==> config.mk <==
export PLATFORM = sky130hd
export DESIGN_NAME = dbf_halt_ctrl
export DESIGN_NICKNAME = d
export VERILOG_FILES = /design/src/rtl/dbf_pkg.sv /design/src/rtl/dbf_term_decode.sv /design/src/rtl/dbf_fault_fsm.sv /design/src/rtl/dbf_halt_ctrl.sv
export SDC_FILE = /design/constraint.sdc
export NUM_CORES = 1
export LEC_CHECK = 0
export ABC_AREA = 0
export BUFFER_PORTS_ARGS = -buffer_cell sky130_fd_sc_hd__buf_2
export CORE_AREA = 2 2 39 41
export DETAILED_ROUTE_END_ITERATION = 10
export DIE_AREA = 0 0 41 43
export GPL_TIMING_DRIVEN = 0
export PLACE_DENSITY_LB_ADDON = 0.2
export SYNTH_ARGS = -nofsm -noshare
export SYNTH_HDL_FRONTEND = slang
export SYNTH_HIERARCHICAL = 1
export SYNTH_SLANG_ARGS = --single-unit
export TNS_END_PERCENT = 20
==> constraint.sdc <==
create_clock -name clk -period 1.2 [get_ports clk]
set_input_delay 0.12 -clock clk [delete_from_list [all_inputs] [get_ports clk]]
set_output_delay 0.12 -clock clk [all_outputs]
set_load 0.05 [all_outputs]
==> src/rtl/dbf_pkg.sv <==
// Shared types for the double bus fault halt controller.
// Assumes a 2-bit termination code whose values are fixed by the bus side.
package dbf_pkg;
    localparam int TERM_W = 2;

    typedef enum logic [TERM_W-1:0] {
        TERM_OK    = 2'b00,
        TERM_BERR  = 2'b01,
        TERM_AERR  = 2'b10,
        TERM_RETRY = 2'b11
    } term_e;

    typedef enum logic [1:0] {
        ST_IDLE = 2'b00,
        ST_EXC  = 2'b01,
        ST_HALT = 2'b10
    } dbf_state_e;
endpackage

==> src/rtl/dbf_term_decode.sv <==
// Classifies one bus termination into a fault pulse or a retry pulse.
// Assumes term_code is only meaningful while term_valid is high.
module dbf_term_decode
    import dbf_pkg::*;
(
    input  logic              clk,
    input  logic              rst_n,
    input  logic              term_valid,
    input  logic [TERM_W-1:0] term_code,
    output logic              fault,
    output logic              retry
);
    // Decode termination into fault / retry flags.
    always_comb begin
        fault = 1'b0;
        retry = 1'b0;
        if (term_valid) begin
            case (term_e'(term_code))
                TERM_BERR,
                TERM_AERR:  fault = 1'b1;
                TERM_RETRY: retry = 1'b1;
                default:    ;
            endcase
        end
    end


    // retry_not_fault_chk
    retry_not_fault_chk: assert property (@(posedge clk) disable iff (!rst_n)
        (term_valid && term_code == TERM_RETRY) |-> !fault);
endmodule

==> src/rtl/dbf_fault_fsm.sv <==
// Tracks the exception window and latches the halted state on a double fault.
// Assumes exc_done is a one-cycle strobe; completion wins over a fault in the same cycle.
module dbf_fault_fsm
    import dbf_pkg::*;
(
    input  logic clk,
    input  logic rst_n,
    input  logic fault,
    input  logic exc_active,
    input  logic exc_done,
    output logic halted
);
    dbf_state_e st_q, st_d;

    // Next-state selection.
    always_comb begin
        st_d = st_q;
        unique case (st_q)
            ST_IDLE: if (fault) st_d = ST_EXC;
            ST_EXC: begin
                if (exc_done)                st_d = fault ? ST_EXC : ST_IDLE;
                else if (fault && exc_active) st_d = ST_HALT;
            end
            ST_HALT: st_d = ST_HALT;
            default: st_d = ST_IDLE;
        endcase
    end

    // State register with synchronous reset.
    always_ff @(posedge clk) begin
        if (!rst_n) st_q <= ST_IDLE;
        else        st_q <= st_d;
    end

    assign halted = (st_q == ST_HALT);


    // double_fault_halt_chk
    double_fault_halt_chk: assert property (@(posedge clk) disable iff (!rst_n)
        (st_q == ST_EXC && fault && exc_active && !exc_done) |=> halted);


    // halt_sticky_chk
    halt_sticky_chk: assert property (@(posedge clk) disable iff (!rst_n)
        halted |=> halted);


    // done_returns_idle_chk
    done_returns_idle_chk: assert property (@(posedge clk) disable iff (!rst_n)
        (st_q == ST_EXC && exc_done && !fault) |=> (st_q == ST_IDLE));


    // inactive_no_halt_chk
    inactive_no_halt_chk: assert property (@(posedge clk) disable iff (!rst_n)
        (st_q == ST_EXC && fault && !exc_active && !exc_done) |=> !halted);


    // done_first_chk
    done_first_chk: assert property (@(posedge clk) disable iff (!rst_n)
        (st_q == ST_EXC && fault && exc_done) |=> (st_q == ST_EXC));
endmodule

==> src/rtl/dbf_halt_ctrl.sv <==
// Top of the double bus fault halt controller.
// Assumes synchronous active-low reset; arbitration is never gated here.
module dbf_halt_ctrl
    import dbf_pkg::*;
(
    input  logic              clk,
    input  logic              rst_n,
    input  logic              term_valid,
    input  logic [TERM_W-1:0] term_code,
    input  logic              exc_active,
    input  logic              exc_done,
    output logic              halt_n,
    output logic              core_stall,
    output logic              halted,
    output logic              grant_en
);
    logic fault, retry, halted_s;

    dbf_term_decode u_decode (
        .clk        (clk),
        .rst_n      (rst_n),
        .term_valid (term_valid),
        .term_code  (term_code),
        .fault      (fault),
        .retry      (retry)
    );

    dbf_fault_fsm u_fsm (
        .clk        (clk),
        .rst_n      (rst_n),
        .fault      (fault),
        .exc_active (exc_active),
        .exc_done   (exc_done),
        .halted     (halted_s)
    );

    // Drive the outputs from the latched state and the current retry.
    always_comb begin
        halted     = halted_s;
        halt_n     = ~halted_s;
        core_stall = halted_s | retry;
        grant_en   = 1'b1;
    end


    // stall_when_halted_chk
    stall_when_halted_chk: assert property (@(posedge clk) disable iff (!rst_n)
        halted |-> core_stall);


    // halt_line_low_chk
    halt_line_low_chk: assert property (@(posedge clk) disable iff (!rst_n)
        halted |-> !halt_n);
endmodule

After elaboration in Yosys (flattened, before gate mapping)
Index checks and enable logic that the tools add are counted.
Word-level totals
  bits in registers: 2
  input port bits: 7
  output and inout port bits: 4
  word-level logic and storage cells: 23
Operators by class
  eq/ne operators: 7
  multiplexer cells: 9
  bitwise logic cells: 2
  reduce and logical (&&, ||, !) cells: 4
Operator list (number)
  $eq 2x2->1 const B: 3
  $mux 2: 3
  $pmux 2 s3: 1
  $mux 1: 5
  $eq 2x1->1 const B: 2
  $ne 3x2->1 const B: 1
  $logic_not 2->1: 1
  $ne 2x1->1 const B: 1
  $reduce_and 2->1: 1
  $reduce_or 2->1: 1
  $logic_and 1x1->1: 1
  $not 1->1: 1
  $or 1x1->1: 1

Logic depth before layout (Yosys ltp)
  depth after elaboration: 8
  mapped depth: 4
  depth with buffers taken out: 4

Modules after synthesis
Netlist, hierarchy kept.
Modules (own cells, without submodules)
  dbf_fault_fsm: times used 1, cells an instance 9, area each 101.3 µm², seq. area each 40.0 µm²
  dbf_term_decode: times used 1, cells an instance 3, area each 25.0 µm², seq. area each 0.0 µm²
  dbf_halt_ctrl: times used 1, cells an instance 4, area each 21.3 µm², seq. area each 0.0 µm²

Least setup slack after synthesis
Ideal clock, no wire load.
  path type: register to output
  start point: register u_fsm.st_q[1]
  end point: output port core_stall
  data arrival time: 1618 ps
  data required time: 1080 ps
  path slack: -538 ps
  cell stages (with the launch flop): 3
  path buffers: 0
  path through: dfxtp_1 > nor2b_1 > or2_1
Between the ends
  longest elaborated chain between the ends: 2
Ends and longest elaborated chain
  start, declared: line dbf_fault_fsm.sv:13  | dbf_state_e st_q, st_d;
  start signal, assigned: line dbf_fault_fsm.sv:32  | else st_q <= st_d;
  $eq 2x2->1: line dbf_fault_fsm.sv:35  | assign halted = (st_q == ST_HALT);
  net halted: line dbf_halt_ctrl.sv:14  | output logic halted,
  $or 1x1->1: line dbf_halt_ctrl.sv:41  | core_stall = halted_s | retry;
  end, declared: line dbf_halt_ctrl.sv:13  | output logic core_stall,
The timed path passes the listed nets, and every way through them passes these cells.

Worst setup path after layout
  start point: register u_fsm.st_q[1]
  end point: output port core_stall
Between the ends
  longest elaborated chain between the ends: 2
Ends and longest elaborated chain (line)
  $eq 2x2->1: dbf_fault_fsm.sv:35
  $or 1x1->1: dbf_halt_ctrl.sv:41
Every way passes these cells.

==> reports/results.txt <==
min cycle time layout = 1.16 ns
Setup crit start = u_fsm/st_q[1]
layout cells sized above 1 = 66.7%
initial antenna violation count = 0
CP Data Required Time = 1.08 ns
Synth Register Bits = 2
R2R cell count = 3
number of synthesized flops with an enable pin = 0
pwr dens = 1010 nW/um^2
Core ar. = 1380 sq um
Synth Net Count = 24
area fraction of the dominant cell type after synthesis = 27.1%
synth top area cells = dfxtp_1 27%, and2_1 8.5%, and4bb_1 8.5%
vias in the first global route = 177
DRT Pass-1 Iters = 2
hold slack = 0.146 ns
Peak Freq = 863 MHz
Pleak = 0.128 nW
Clock Tree Buf Depth = 2
clock input transition at the sequential cells of the worst setup and hold paths = 0.03 ns
Seq pwr share = 26.8%
syn avg cell area = 9.23 sq um
Setup WS post-layout = 0.0414 ns
ys async rst share = 0%
H-tree depth = 1
# setup viols final = 0
power after layout = 0.276 mW
Num CTS Buffers = 3
Synth top cells by count = 2 x and2_1, 2 x dfxtp_1, 2 x inv_1
origin of the critical flop-to-flop path = u_fsm/st_q[1]
Total Wirelength = 428 um
CTS tree = built
cell at the slowest stage of the critical path = dfxtp_2
reg2reg end = u_fsm/st_q[1]
library cells used by synthesis = 13
drt wl/cell = 9.30 um
status = finished, final reports clean
Worst Setup Start Kind = flip-flop
area grow syn2layout = 84.7%
first-pass GRT wire length = 621 um
CP max FO = 4
top cell type by total area after synthesis = dfxtp_1
Nets = 40
largest net degree at the start of global routing = 5
die area = 1760 sq um
Ant. Diodes = 0
Antenna Violating Nets Remaining = 0
DR DRC count = 0
worst vdd ir = 0.417 mV
remaining global-route overflow = 0
Layout fillers = 160
PortBufs = 9
hold buffers post-CTS = 0
sw power = 0.0700 mW
Final period util = 96.5%
# clock sinks = 2
Die Y = 43 um
cells along the critical path = nor2b_4 -> or2_4 -> buf_8
Worst Hold Class = in2reg
final hold vios = 0
sequential area share after synthesis = 27.1%
top flop regs = u_fsm/st_q x2
Max Slew Vio Count = 0
Logic pwr share = 19.2%
DRT iter0 DRCs = 2
Synth Instances = 16
worst skew pair latency = 0.22 ns
Total GRT Usage = 6.01%
max FFs per register = 2
crit path to = core_stall
Finished Core Util = 19.7%
Critical Path Max Stage Delay = 0.31 ns
Die Wd = 41 um
TNS Setup = 0 ns
unrepaired setup endpoints after global routing = false
mapped cell area = 148 sq um
RD Place Congestion = 0.567
clock skew = 0.00284 ns
power share of the clock group = 54.0%
worst reg2reg setup slack = 0.25 ns
I/O pin count = 11
CP Capture Type = output port
Ys Warns = 6
Net Sw Frac = 25.4%
Initial Utilization = 10.7%
# rows = 14
Top FF cell, synth = dfxtp_1
Top reg by flops = u_fsm/st_q
# Max-Cap Violations = 0
Via Count = 180
DP Worst Slack = 0.120 ns
crit path DAT = 1.04 ns
Int Power = 0.206 mW
number of vias per cell = 3.91
kind of critical path = reg2out
CTS root buf = clkbuf_4
-- cells by family after synthesis --
group	Yosys count	share of synthesized area [%]
simple gates	7	37.3
flops	2	27.1
compound gates	2	14.4
other cells	1	2.54
buf+inv	3	10.2
fa+ha+maj	1	8.47
-- critical path: cells and delay by family, from the launching register on --
| kind | cells | cell delay [ns] |
|---|---|---|
| and+or+nand+nor | 2 | 0.36 |
| DFF | 1 | 0.31 |
| buffers and inverters | 1 | 0.15 |
-- through the flow --
step                      cell area [sq um]  std cells
after floorplan                         158         16
after global placement                  223         41
after detailed placement                223         41
after CTS                               258         44
after global routing                    273         46
final                                   273         46
-- power groups by stage --
| stage | sequential, mW | clock, mW | combinational (mW) |
|---|---|---|---|
| 6_report | 0.0740 | 0.149 | 0.0530 |
| 5_1_grt | 0.0742 | 0.164 | 0.0577 |
| 4_1_cts | 0.0740 | 0.157 | 0.0521 |
| 3_5_place_dp | 0.0743 | 0 | 0.0480 |
| 3_3_place_gp | 0.0736 | 0 | 0.0449 |
| 2_1_floorplan | 0.0735 | 0 | 0.0315 |
-- worst min path at each step --
stage	from	endpoint	slack, ns	cells after the start
after floorplan	rst_n	u_fsm/st_q[1]	0.25	1
after global placement	rst_n	u_fsm/st_q[1]	0.36	2
after detailed placement	rst_n	u_fsm/st_q[1]	0.38	2
after CTS	rst_n	u_fsm/st_q[1]	0.14	2
after global routing	rst_n	u_fsm/st_q[1]	0.15	2
final	rst_n	u_fsm/st_q[1]	0.15	2
-- cell usage in the layout, fill, tap and decap left out, drive strengths merged --
cell and n:
a32o 1, and2 2, and2b 1, and4bb 1
buf 12, clkbuf 3, conb 1, dfxtp 2
ha 1, inv 2, nand4b 1, nor2b 1
o2111a 1, or2 1
-- routing by layer --
layer  track usage (%)  vias up  wire length [um]
li1                  -       84                 -
met1              4.15       84               158
met2              10.0       12               223
met3              3.14        0                46
met4              6.00        0                 0
met5                 0        -                 0
-- timing repair --
item / CTS / global route
resized for setup: 5 / 0
buffers inserted: 0 / 2
pin swaps: 1 / 0
endpoints found under the setup margin: 1 / 1
cloned: 0 / 0
-- cell type report --
class                      instances  area [sq um]  share of cell area, %
timing repair buffer              11          70.1                   25.7
sequential                         2          42.5                   15.6
inverter                           2          7.51                   2.75
multi-input combinational         11           103                   37.6
clock buffer                       3          22.5                   8.26
tap                               16          20.0                   7.34
buffer                             1          7.51                   2.75
No activity file was read; power rests on OpenSTA's default activity.
